### config.mk
export PLATFORM = sky130hd
export DESIGN_NAME = fpcc_top
export DESIGN_NICKNAME = d
export VERILOG_FILES = /design/src/rtl/fpcc_pkg.sv /design/src/rtl/fpcc_rst_sync.sv /design/src/rtl/fpcc_classify.sv /design/src/rtl/fpcc_relation.sv /design/src/rtl/fpcc_flag_reg.sv /design/src/rtl/fpcc_branch.sv /design/src/rtl/fpcc_top.sv
export SDC_FILE = /design/constraint.sdc
export NUM_CORES = 1
export LEC_CHECK = 0
export ABC_AREA = 0
export BUFFER_PORTS_ARGS = -buffer_cell sky130_fd_sc_hd__clkbuf_2
export CAP_MARGIN = 25
export CORE_UTILIZATION = 30
export DETAILED_ROUTE_END_ITERATION = 16
export GPL_TIMING_DRIVEN = 0
export SLEW_MARGIN = 30
export SYNTH_ARGS = -nofsm -noshare
export SYNTH_HDL_FRONTEND = slang
export SYNTH_SLANG_ARGS = --single-unit
export TNS_END_PERCENT = 20
### constraint.sdc
create_clock -name clk -period 4.6 [get_ports clk]
set_input_delay 0.23 -clock clk [delete_from_list [all_inputs] [get_ports clk]]
set_output_delay 0.23 -clock clk [all_outputs]
set_load 0.01 [all_outputs]
### src/rtl/fpcc_pkg.sv
package fpcc_pkg;

  typedef enum logic [1:0] {
    REL_EQ   = 2'b00,
    REL_LT   = 2'b01,
    REL_LE   = 2'b10,
    REL_RSVD = 2'b11
  } rel_e;

endpackage

### src/rtl/fpcc_rst_sync.sv
module fpcc_rst_sync #(
  parameter int STAGES = 2
) (
  input  logic clk,
  input  logic rst_n,
  output logic rst_sync_n
);

  logic [STAGES-1:0] chain_q;
  logic [STAGES-1:0] chain_d;

  always_comb begin
    chain_d = {chain_q[STAGES-2:0], 1'b1};
  end

  always_ff @(posedge clk or negedge rst_n) begin
    if (!rst_n) begin
      chain_q <= '0;
    end else begin
      chain_q <= chain_d;
    end
  end

  assign rst_sync_n = chain_q[STAGES-1];

endmodule

### src/rtl/fpcc_classify.sv
module fpcc_classify #(
  parameter int EXP_W  = 8,
  parameter int FRAC_W = 23,
  localparam int WORD_W = 1 + EXP_W + FRAC_W,
  localparam int MAG_W  = EXP_W + FRAC_W
) (
  input  logic [WORD_W-1:0] word,
  output logic              sign,
  output logic [MAG_W-1:0]  mag,
  output logic              is_nan,
  output logic              is_zero
);

  logic [EXP_W-1:0]  exp_f;
  logic [FRAC_W-1:0] frac_f;
  logic              exp_max;

  always_comb begin
    sign    = word[WORD_W-1];
    exp_f   = word[MAG_W-1:FRAC_W];
    frac_f  = word[FRAC_W-1:0];
    mag     = word[MAG_W-1:0];
    exp_max = &exp_f;
    is_nan  = exp_max && (frac_f != '0);
    is_zero = (mag == '0);
  end

endmodule

### src/rtl/fpcc_relation.sv
module fpcc_relation
  import fpcc_pkg::*;
#(
  parameter int MAG_W = 31
) (
  input  rel_e             rel,
  input  logic             sign_a,
  input  logic [MAG_W-1:0] mag_a,
  input  logic             nan_a,
  input  logic             zero_a,
  input  logic             sign_b,
  input  logic [MAG_W-1:0] mag_b,
  input  logic             nan_b,
  input  logic             zero_b,
  output logic             result
);

  logic unordered;
  logic both_zero;
  logic mag_lt;
  logic mag_gt;
  logic is_eq;
  logic is_lt;

  always_comb begin
    unordered = nan_a | nan_b;
    both_zero = zero_a & zero_b;
    mag_lt    = (mag_a < mag_b);
    mag_gt    = (mag_a > mag_b);

    is_eq = both_zero || ((sign_a == sign_b) && (mag_a == mag_b));

    if (both_zero) begin
      is_lt = 1'b0;
    end else if (sign_a != sign_b) begin
      is_lt = sign_a;
    end else if (sign_a) begin
      is_lt = mag_gt;
    end else begin
      is_lt = mag_lt;
    end

    result = 1'b0;
    if (!unordered) begin
      unique case (rel)
        REL_EQ:   result = is_eq;
        REL_LT:   result = is_lt;
        REL_LE:   result = is_lt | is_eq;
        default:  result = 1'b0;
      endcase
    end
  end

endmodule

### src/rtl/fpcc_flag_reg.sv
module fpcc_flag_reg (
  input  logic clk,
  input  logic rst_n,
  input  logic load_en,
  input  logic load_val,
  output logic flag
);

  logic flag_q;
  logic flag_d;

  always_comb begin
    flag_d = flag_q;
    if (load_en) begin
      flag_d = load_val;
    end
  end

  always_ff @(posedge clk or negedge rst_n) begin
    if (!rst_n) begin
      flag_q <= 1'b0;
    end else begin
      flag_q <= flag_d;
    end
  end

  assign flag = flag_q;

endmodule

### src/rtl/fpcc_branch.sv
module fpcc_branch #(
  parameter int PC_W  = 32,
  parameter int OFF_W = 16,
  parameter int INSN_BYTES = 4,
  localparam int EXT_W = PC_W - OFF_W,
  localparam int SHIFT = $clog2(INSN_BYTES)
) (
  input  logic             flag,
  input  logic             req,
  input  logic             if_set,
  input  logic [PC_W-1:0]  pc,
  input  logic [OFF_W-1:0] offset,
  output logic             taken,
  output logic [PC_W-1:0]  next_pc
);

  logic [PC_W-1:0] seq_pc;
  logic [PC_W-1:0] off_ext;
  logic [PC_W-1:0] target;

  always_comb begin
    seq_pc  = pc + PC_W'(INSN_BYTES);
    off_ext = {{EXT_W{offset[OFF_W-1]}}, offset};
    target  = seq_pc + (off_ext << SHIFT);
    taken   = req && (flag == if_set);
    next_pc = taken ? target : seq_pc;
  end

endmodule

### src/rtl/fpcc_top.sv
module fpcc_top
  import fpcc_pkg::*;
#(
  parameter int EXP_W  = 8,
  parameter int FRAC_W = 23,
  parameter int PC_W   = 32,
  parameter int OFF_W  = 16,
  localparam int WORD_W = 1 + EXP_W + FRAC_W,
  localparam int MAG_W  = EXP_W + FRAC_W,
  localparam int N_OPS  = 2
) (
  input  logic              clk,
  input  logic              rst_n,
  input  logic              cmp_valid,
  input  logic [1:0]        cmp_rel,
  input  logic [WORD_W-1:0] op_a,
  input  logic [WORD_W-1:0] op_b,
  input  logic              br_valid,
  input  logic              br_if_set,
  input  logic [PC_W-1:0]   pc,
  input  logic [OFF_W-1:0]  br_offset,
  output logic              cond_flag,
  output logic              br_taken,
  output logic [PC_W-1:0]   next_pc
);

  logic              rst_sync_n;
  logic [N_OPS-1:0]  op_sign;
  logic [N_OPS-1:0]  op_nan;
  logic [N_OPS-1:0]  op_zero;
  logic [MAG_W-1:0]  op_mag [N_OPS];
  logic              rel_result;
  rel_e              rel_sel;

  fpcc_rst_sync #(.STAGES(2)) u_rst_sync (
    .clk        (clk),
    .rst_n      (rst_n),
    .rst_sync_n (rst_sync_n)
  );

  for (genvar g = 0; g < N_OPS; g++) begin : g_cls
    logic [WORD_W-1:0] word_sel;
    assign word_sel = (g == 0) ? op_a : op_b;
    fpcc_classify #(.EXP_W(EXP_W), .FRAC_W(FRAC_W)) u_cls (
      .word    (word_sel),
      .sign    (op_sign[g]),
      .mag     (op_mag[g]),
      .is_nan  (op_nan[g]),
      .is_zero (op_zero[g])
    );
  end

  assign rel_sel = rel_e'(cmp_rel);

  fpcc_relation #(.MAG_W(MAG_W)) u_rel (
    .rel    (rel_sel),
    .sign_a (op_sign[0]),
    .mag_a  (op_mag[0]),
    .nan_a  (op_nan[0]),
    .zero_a (op_zero[0]),
    .sign_b (op_sign[1]),
    .mag_b  (op_mag[1]),
    .nan_b  (op_nan[1]),
    .zero_b (op_zero[1]),
    .result (rel_result)
  );

  fpcc_flag_reg u_flag (
    .clk      (clk),
    .rst_n    (rst_sync_n),
    .load_en  (cmp_valid),
    .load_val (rel_result),
    .flag     (cond_flag)
  );

  fpcc_branch #(.PC_W(PC_W), .OFF_W(OFF_W), .INSN_BYTES(4)) u_br (
    .flag    (cond_flag),
    .req     (br_valid),
    .if_set  (br_if_set),
    .pc      (pc),
    .offset  (br_offset),
    .taken   (br_taken),
    .next_pc (next_pc)
  );

endmodule

==> metrics.md, run 1 <==
| Metric | Value |
|---|---|
| Largest net degree at the start of global routing | `17` |
| Synth cell count leaders | `a21oi_1, ha_1, nor2_1` |
| # IOs | `153` |
| Fillers | `1253` |
| Die H | `111 um` |
| Crit end category | `primary output` |
| Worst-path cell with the longest stage delay | `o41ai_2` |
| Cell Rows | `39` |
| Met2 wire len | `5910 um` |
| Yosys warns | `0` |
| Drt first pass iters | `6` |
| Post-synth top area share | `0.215` |
| Top layer used by detailed routing | `met4` |
| Register area | `75.1 um2` |
| PnR Total Power | `739 uW` |
| Fin crit share | `0.910` |
| Synth-to-Final Area Change | `30.2%` |
| Max-slew violations | `0` |
| DR WL met3 | `727 um` |
| Critical path class | `input port to primary output` |
| First-pass GRT wire length | `19800 um` |
| Clock skew | `0.000334 ns` |
| WL/cell | `14.1 um` |
| Synth area leaders | `ha_1, a21oi_1, xnor2_1` |
| Yosys cell types | `55` |
| Worst-Margin Slew | `0.614 ns` |
| Initial Util | `0.310` |
| Worst endpoint required time | `4.37 ns` |
| Congestion Overflow GR | `0` |
| Initial antenna violation count | `0` |
| Area leader, netlist | `ha_1` |
| CTS root buffer | `clkbuf_16` |
| Routability-driven placement congestion ratio | `0.894` |
| All-Layer GR Usage | `0.189` |
| Via-per-instance ratio | `5.33` |
| Async set or reset register ratio after synthesis | `1.00` |
| Final setup viols | `0` |
| IO Port Bufs | `150` |
| Worst-path cell chain | `clkbuf_2, nand4_1, nor4_4, buf_4, nand2_1, nor2_1, xnor2_1, ha_1, clkbuf_1, nand4_1, or3_1, o41ai_2, or3_1, nand3_1, xnor2_1, clkbuf_2` |
| M1 WL | `5110 um` |
| RSZ-0062 raised after global routing | `false` |
| Post-route DRC | `0` |
| Clock slew at reported path FFs | `0.03 ns` |
| PwrDens | `160 nW/um2` |
| CTS tree | `built` |
| Fin Setup TNS | `0 ns` |
| Yosys reg bits | `3` |
| Max Cap Violations | `0` |
| HP Class | `flip-flop to async pin` |
| Count leader, synth | `a21oi_1` |
| Crit path max-delay family | `simple AND/OR/NAND/NOR gates` |
| Avg Inst Size Synth | `6.56 um2` |
| DRT antenna net count | `0` |
| Total Wirelength | `11900 um` |
| Primary FF master, synth | `dfrtp_1` |
| Final Non-Filler Cells | `842` |
| DP Cell Count | `835` |
| Leak Pwr | `2.31 nW` |
| Multi-input logic area | `3270 um2` |
| DR iter-0 viols | `131` |
| Core Box Area | `11500 um2` |
| CTS max path bufs | `2` |
| Synth Instances | `542` |
| Setup crit start | `pc[5]` |
| CP Capture Point | `next_pc[31]` |
| Layout cell share with drive strength beyond 1 | `0.243` |
| Via count | `4488` |
| Worst EP arrival | `3.96 ns` |
| VDD IR-drop max | `343 uV` |
| FF-to-FF setup slack | `3.89 ns` |
| Final min period | `4.19 ns` |
| Violated checks | `negative hold slack` |
| Final net count | `881` |
| Clock sinks | `3` |
| Buffers and inverters on the worst path | `4` |
| Hold Vio Cnt, Final | `1` |
| FF-to-FF End | `u_flag.flag` |
| Top achievable clock speed | `239 MHz` |
| Die Footprint | `12300 um2` |
| CTS H-Tree Depth | `1` |
| Hold_ws | `-0.00110 ns` |
| Maximum net fanout on the critical path | `8` |
| CTS Buf Count | `3` |
| Clock insertion delay at the later pin of the skew report | `0.22 ns` |
| Synth Cell Area | `3550 um2` |
| Outcome | `finished with violations` |
| Worst path depth | `16` |
| Reg2Reg Depth | `2` |
| Final HPWL DP | `10500 um` |
| Post-synth EDFFs | `0` |
| Syn Nets | `723` |
| Die Span X | `111 um` |
| Max_slew headroom | `0.591` |
| Register area share after synthesis | `0.0211` |
| Critical Path Source Type | `input port` |
| Max stage delay on crit path | `0.48 ns` |
| Worst r2r src | `u_flag.flag` |
| Vias in the first global route | `4371` |
| Ant. Diodes | `0` |
[cell families after synthesis]
group	count (synthesis)	share of synthesized area
adder cells (fa/ha/maj)	62	0.220
buffers and inverters	63	0.0693
other	1	0.00105
multiplexers	4	0.0116
AO/OA/AOI/OAI	152	0.270
XOR/XNOR	52	0.128
flip-flops	3	0.0211
AND/OR/NAND/NOR	205	0.279
[sequential cells by signal (all words and copies together) (netlist names)]
signal,flops
u_flag.flag,1
u_rst_sync.chain_q,2
[worst min path at each step]
stage	endpoint	cells after the start
6_report	u_flag.flag	0
5_1_grt	u_flag.flag	0
4_1_cts	u_flag.flag	0
3_5_place_dp	u_flag.flag	0
3_3_place_gp	u_flag.flag	0
2_1_floorplan	u_rst_sync.chain_q[0]	0
[cell usage in the layout (no fill, tap or decap), types with 3 or more instances in the layout]
| cell type | n |
|---|---|
| clkbuf_2 | 150 |
| a21oi_1 | 68 |
| ha_1 | 61 |
| nor2_1 | 59 |
| inv_1 | 46 |
| nand2_1 | 45 |
| xnor2_1 | 34 |
| o21ai_0 | 26 |
| nand4_1 | 22 |
| nand3_1 | 21 |
| xor2_1 | 18 |
| nor3_1 | 17 |
| nor4_1 | 16 |
| clkbuf_1 | 14 |
| a21o_1 | 10 |
| o31ai_1 | 9 |
| o21bai_1 | 6 |
| a211oi_1 | 6 |
| or3_1 | 4 |
| and3_1 | 4 |
| o21a_1 | 4 |
| buf_4 | 4 |
| and2_1 | 3 |
| o211ai_1 | 3 |
| mux2i_1 | 3 |
| a221oi_1 | 3 |
| clkbuf_16 | 3 |
| dfrtp_1 | 3 |
[where the power goes]
part | total (mW) | internal (mW) | switching, mW
clock network | 0.136 | 0.114 | 0.0214
registers | 0.0305 | 0.0287 | 0.00179
logic | 0.573 | 0.238 | 0.336
total | 0.739 | 0.381 | 0.359
[final cells by class]
| type | instances | area share |
|---|---|---|
| buffer | 17 | 0.0160 |
| clock buffer | 4 | 0.0170 |
| inverter | 46 | 0.0373 |
| sequential | 3 | 0.0162 |
| timing repair buffer | 153 | 0.168 |
| tap | 143 | 0.0387 |
| multi-input combinational | 476 | 0.707 |
[stage by stage]
| step | util | setup WS (ns) | hold WS (ns) | instance area, um2 |
|---|---|---|---|---|
| finish | 0.403 | 0.412 | -0.00110 | 4630 |
| global route | 0.403 | 0.123 | 0.0117 | 4630 |
| CTS | 0.401 | 0.107 | 0.00146 | 4600 |
| detailed placement | 0.392 | -0.0199 | -0.000100 | 4500 |
| global placement | 0.391 | -0.525 | -0.00236 | 4480 |
| floorplan | - | 0.921 | -0.0656 | 3550 |
[per-layer routing]
layer  vias to the layer above  GRT usage
met5                         -          0
met2                       131      0.353
met1                      2050      0.228
li1                       2293          -
met3                        14     0.0290
met4                         0     0.0329
[timing repair]
action	CTS	global route
pin swaps	0	2
endpoints found under the hold margin	2	0
gates resized for setup	2	2
setup endpoints to repair	1	2
buffers inserted	0	2
hold buffers	1	0
No activity file was read; power rests on OpenSTA's default activity.
==> run 2: changes to the inputs <==
--- a/config.mk
+++ b/config.mk
@@ -11,6 +11,7 @@
 export CORE_UTILIZATION = 30
 export DETAILED_ROUTE_END_ITERATION = 16
 export GPL_TIMING_DRIVEN = 0
+export MAX_ROUTING_LAYER = met4
 export SLEW_MARGIN = 30
 export SYNTH_ARGS = -nofsm -noshare
 export SYNTH_HDL_FRONTEND = slang
==> run 2 against run 1 <==
  * The flow still finishes with violations (negative hold slack)
  * Highest routed layer unchanged
  * Hold slack better by 0.00064 ns
  * Critical path type unchanged
  * Sequential power about the same
  * Via count about the same
  * Maximum frequency down 3.2%
  * Routed wire length down 0.18%
  * Critical path depth down 1
  * Sequential cell count unchanged
  * Combinational power about the same
  * Non-clock buffer count down 1
  * Critical endpoint unchanged
  * First-iteration DRC count up 27%
  * Register-to-register slack about the same
==> metrics.md, run 2 (synthesized netlist as in run 1, its figures left out) <==
| Metric | Value |
|---|---|
| Outcome | `finished with violations` |
| Violated checks | `negative hold slack` |
| Leak Pwr | `2.30 nW` |
| Placed instance area | `4500 um2` |
| CTS root buffer | `clkbuf_16` |
| Core Box Area | `11500 um2` |
| VDD IR-drop max | `372 uV` |
| Synth-to-Final Area Change | `29.9%` |
| Largest register FFs | `2` |
| Maximum net fanout on the critical path | `8` |
| # IOs | `153` |
| Max Cap Violations | `0` |
| Clock insertion delay at the later pin of the skew report | `0.22 ns` |
| Hold_ws | `-0.000464 ns` |
| Critical path class | `input port to primary output` |
| Reg2Reg Depth | `2` |
| DP Cell Count | `835` |
| Post-route DRC | `0` |
| Critical Path Source Type | `input port` |
| Initial Util | `0.310` |
| PnR Total Power | `738 uW` |
| Max-slew violations | `0` |
| Worst endpoint required time | `4.37 ns` |
| Worst-path cell chain | `clkbuf_2, nand3_1, nor4_4, nand2_1, nor2_2, xnor2_1, ha_1, clkbuf_1, nand4_1, or3_1, o41ai_1, or3_1, nand3_1, xnor2_1, clkbuf_2` |
| Final non-filler cell area | `4620 um2` |
| PwrDens | `160 nW/um2` |
| Max stage delay on crit path | `0.60 ns` |
| Initial antenna violation count | `1` |
| IO Port Bufs | `150` |
| Worst EP arrival | `4.09 ns` |
| Top reg by flops | `u_rst_sync.chain_q` |
| Worst-Margin Slew | `0.637 ns` |
| Worst-path cell with the longest stage delay | `o41ai_1` |
| Most frequent cells in the layout | `clkbuf_2, a21oi_1, ha_1, nor2_1, inv_1` |
| Top achievable clock speed | `231 MHz` |
| Die Footprint | `12300 um2` |
| Fin crit share | `0.940` |
| Buffers and inverters on the worst path | `3` |
| Die Span X | `111 um` |
| Hold Vio Cnt, Final | `1` |
| Layout cell share with drive strength beyond 1 | `0.242` |
| Most common cell after layout, fill and taps aside | `clkbuf_2` |
| Cell Rows | `39` |
| Crit path max-delay family | `simple AND/OR/NAND/NOR gates` |
| Worst path depth | `15` |
| Fin Setup TNS | `0 ns` |
| Congestion Overflow GR | `0` |
| Via-per-instance ratio | `5.33` |
| Routability-driven placement congestion ratio | `0.905` |
| Total Wirelength | `11900 um` |
| Final setup viols | `0` |
| Clock skew | `0.000362 ns` |
| Final min period | `4.32 ns` |
| CTS Buf Count | `3` |
| First-pass GRT wire length | `19300 um` |
| Crit end category | `primary output` |
| Final Non-Filler Cells | `842` |
| Final net count | `880` |
| DR iter-0 viols | `167` |
| Drt first pass iters | `5` |
| Max_slew headroom | `0.576` |
| CTS tree | `built` |
| Vias in the first global route | `4237` |
| HP Class | `flip-flop to async pin` |
| All-Layer GR Usage | `0.191` |
| Fillers | `1250` |
| Via count | `4485` |
| Die H | `111 um` |
| CTS H-Tree Depth | `1` |
| Final HPWL DP | `10400 um` |
| WL/cell | `14.1 um` |
| CTS max path bufs | `2` |
| Clock slew at reported path FFs | `0.03 ns` |
| DRT antenna net count | `0` |
| Clock sinks | `3` |
| Largest net degree at the start of global routing | `17` |
run 2: changes by cell type in the layout (fill, tap and decap cells not counted), sizes merged:
cell / delta
buf: -1
diode: +1
run 2: worst register-to-register path, delay by kind of cell, from the launching register on:
kind | cells | cell delay (ns)
DFF | 1 | 0.39
buffers and inverters | 1 | 0.06
AOI/OAI and AO/OA | 1 | 0.14
run 2: layer usage:
metal | track usage | up-vias | share of wire
li1 | - | 2299 | -
met1 | 0.228 | 2032 | 0.44
met2 | 0.347 | 143 | 0.49
met3 | 0.0219 | 11 | 0.056
met4 | 0.0356 | 0 | 0.011
met5 | - | - | 0
run 2: what timing repair did:
action | in CTS | in global routing
resized for setup | 2 | 2
endpoints found under the hold margin | 2 | 0
hold buffers | 1 | 0
setup buffers | 0 | 1
setup endpoints to repair | 2 | 2
pin swaps | 0 | 2
run 2: path summary, 6_finish.rpt:
path                                        from                    end  slack, ns
max                                        pc[9]            next_pc[31]       0.28
min reg2reg                u_rst_sync.chain_q[1]            u_flag.flag    -0.0005
min                        u_rst_sync.chain_q[1]            u_flag.flag    -0.0005
max in group asynchronous                  rst_n  u_rst_sync.chain_q[0]       4.17
min in group clk                       cmp_valid            u_flag.flag       0.25
max reg2reg                          u_flag.flag            u_flag.flag       3.88
run 2: through the flow:
stage / hold slack (ns) / worst slack (ns) / util
2_1_floorplan: -0.0656 / 0.921 / -
3_3_place_gp: -0.00217 / -0.531 / 0.391
3_5_place_dp: 0.000998 / -0.0310 / 0.392
4_1_cts: 0.00247 / 0.107 / 0.401
5_1_grt: 0.0113 / -0.0103 / 0.403
6_report: -0.000464 / 0.275 / 0.403
run 2: area by class of cell:
type,count,area [um2],area share
repair buffers,152,768,0.166
well taps,143,179,0.0388
plain buffers,17,73.8,0.0160
inverters,46,173,0.0374
flip-flops and latches,3,75.1,0.0163
diodes,1,2.50,0.000542
multi-input cells,476,3270,0.708
clock buffers,4,78.8,0.0171
run 2: where the power goes:
| part | internal [mW] | switching [mW] |
|---|---|---|
| Clock | 0.114 | 0.0212 |
| Combinational | 0.237 | 0.335 |
| Sequential | 0.0287 | 0.00170 |
==> run 3: changes to the inputs <==
--- a/config.mk
+++ b/config.mk
@@ -8,7 +8,9 @@
 export ABC_AREA = 0
 export BUFFER_PORTS_ARGS = -buffer_cell sky130_fd_sc_hd__clkbuf_2
 export CAP_MARGIN = 25
+export CORE_ASPECT_RATIO = 0.9
 export CORE_UTILIZATION = 30
+export CTS_BUF_LIST = sky130_fd_sc_hd__clkbuf_8
 export DETAILED_ROUTE_END_ITERATION = 16
 export GPL_TIMING_DRIVEN = 0
 export MAX_ROUTING_LAYER = met4
==> run 3 against run 2 <==
  * The flow now finishes without violations
  * Global-route usage is 1.8 points higher
  * Die area about the same
  * Sequential power barely moved
  * Cell count increased by 1.7%
  * Largest power group unchanged
==> metrics.md, run 3 (synthesized netlist as in run 1, its figures left out) <==
| Metric | Value |
|---|---|
| FF-to-FF setup slack | `3.92 ns` |
| Total Wirelength | `12600 um` |
| Worst r2r src | `u_flag.flag` |
| Int Power | `323 uW` |
| CTS root buffer | `clkbuf_8` |
| Most frequent cells in the layout | `clkbuf_2, a21oi_1, ha_1, nor2_1, inv_1` |
| Cell Rows | `37` |
| Worst-Margin Slew | `0.795 ns` |
| CTS tree | `built` |
| Via-per-instance ratio | `5.26` |
| HP Class | `flip-flop to async pin` |
| IO Port Bufs | `150` |
| Worst endpoint required time | `4.37 ns` |
| Synth-to-Final Area Change | `29.9%` |
| Fillers | `1262` |
| Final HPWL DP | `11100 um` |
| FF-to-FF End | `u_flag.flag` |
| Most common cell after layout, fill and taps aside | `clkbuf_2` |
| Die Footprint | `12300 um2` |
| Max_slew headroom | `0.456` |
| Multi-input logic area | `3270 um2` |
| Layout cell share with drive strength beyond 1 | `0.246` |
| Top reg by flops | `u_rst_sync.chain_q` |
| Critical Path Source Type | `input port` |
| WL/cell | `14.8 um` |
| Worst EP arrival | `4.17 ns` |
| Largest register FFs | `2` |
| DRT antenna net count | `0` |
| Crit end category | `primary output` |
| Clock insertion delay at the later pin of the skew report | `0.21 ns` |
| Placed instance area | `4510 um2` |
| Top achievable clock speed | `228 MHz` |
| Maximum net fanout on the critical path | `6` |
| DP Cell Count | `848` |
| Congestion Overflow GR | `0` |
| Routability-driven placement congestion ratio | `0.918` |
| Reg2Reg Depth | `2` |
| Final Non-Filler Cells | `856` |
| Max-slew violations | `0` |
| Vias in the first global route | `4360` |
| Initial Util | `0.310` |
| Sw power | `357 uW` |
| Clock Power Share | `0.107` |
| Final non-filler cell area | `4620 um2` |
| DR iter-0 viols | `151` |
| Clock slew at reported path FFs | `0.03 ns` |
| CTS max path bufs | `2` |
| Core Box Area | `11500 um2` |
| Max Cap Violations | `0` |
| Die H | `105 um` |
| RSZ-0062 raised after global routing | `false` |
| PnR Total Power | `680 uW` |
| CTS Buf Count | `3` |
| Switch share | `0.525` |
| PwrDens | `147 nW/um2` |
| Via count | `4506` |
| Critical path class | `input port to primary output` |
| Largest net degree at the start of global routing | `17` |
| CTS H-Tree Depth | `1` |
| Clock sinks | `3` |
| # IOs | `153` |
| Final net count | `882` |
| Post-route DRC | `0` |
| Final core occ | `0.402` |
| Final min period | `4.40 ns` |
| Die Span X | `117 um` |
| Outcome | `completed` |
| First-pass GRT wire length | `20100 um` |
| Comb pwr share | `0.849` |
| Initial antenna violation count | `0` |
| All-Layer GR Usage | `0.209` |
| Hold Vio Cnt, Final | `0` |
| Register area | `75.1 um2` |
| Clock skew | `0.000674 ns` |
| VDD IR-drop max | `154 uV` |
| Sequential share of power | `0.044` |
| Drt first pass iters | `4` |
| Fin crit share | `0.956` |
| Leak Pwr | `2.30 nW` |
| Ant. Diodes | `0` |
| Final setup viols | `0` |
==> run 3: stage by stage <==
stage               hold slack [ns]  TNS, ns  worst slack (ns)
global route                 0.0134        0            0.0110
CTS                         0.00411        0            0.0251
floorplan                   -0.0656        0             0.921
finish                      0.00306        0             0.204
global placement           -0.00233    -1.26            -0.515
detailed placement          0.00177   -0.168            -0.108
==> run 3: worst max path at each step <==
stage	endpoint	cells after the start	slack, ns	start
after global placement	next_pc[28]	14	-0.51	pc[5]
after floorplan	next_pc[28]	12	0.92	pc[5]
final	next_pc[28]	15	0.20	pc[5]
after CTS	next_pc[28]	14	0.03	pc[5]
after global routing	next_pc[28]	15	0.01	pc[5]
after detailed placement	next_pc[28]	14	-0.11	pc[5]
==> run 3: power groups by stage <==
stage	sequential [mW]	combinational, mW	clock (mW)
after detailed placement	0.0305	0.571	0
after global placement	0.0304	0.560	0
final	0.0302	0.577	0.0725
after floorplan	0.0308	0.363	0
after global routing	0.0305	0.644	0.0771
after CTS	0.0302	0.576	0.0743
==> run 3: final cells by class <==
class	instances	share of cell area
clock buffer	3	0.00894
timing repair buffer	154	0.170
buffer	17	0.0160
tap	156	0.0423
sequential	3	0.0163
clock inverter	1	0.000813
inverter	46	0.0374
multi-input combinational	476	0.709
==> run 3: routing by layer <==
layer / routed length (um) / vias up / global-route usage / part of all wire
met2: 5860 / 138 / 0.359 / 0.46
met3: 692 / 8 / 0.0236 / 0.055
met1: 5990 / 2056 / 0.268 / 0.47
met5: 0 / - / - / 0
met4: 99 / 0 / 0.0271 / 0.0078
li1: - / 2304 / - / -
==> run 3: critical path, cell delays in order <==
cell	delay (ns)
clkbuf_2	0.14
nand4_1	0.30
nor4_4	0.23
buf_4	0.19
nand2_1	0.11
nor2_2	0.29
nand3_1	0.13
xnor2_1	0.22
ha_1	0.35
and2_1	0.21
a2111oi_0	0.69
o221ai_1	0.24
or4_1	0.44
a21oi_1	0.21
clkbuf_2	0.16
==> run 3: repair_timing <==
item                       CTS  global route
resized for setup            2             2
hold endpoints to repair     2             0
gates cloned                 0             0
pin swaps                    0             2
setup endpoints to repair    2             2
setup buffers                0             3
hold buffers                 1             0
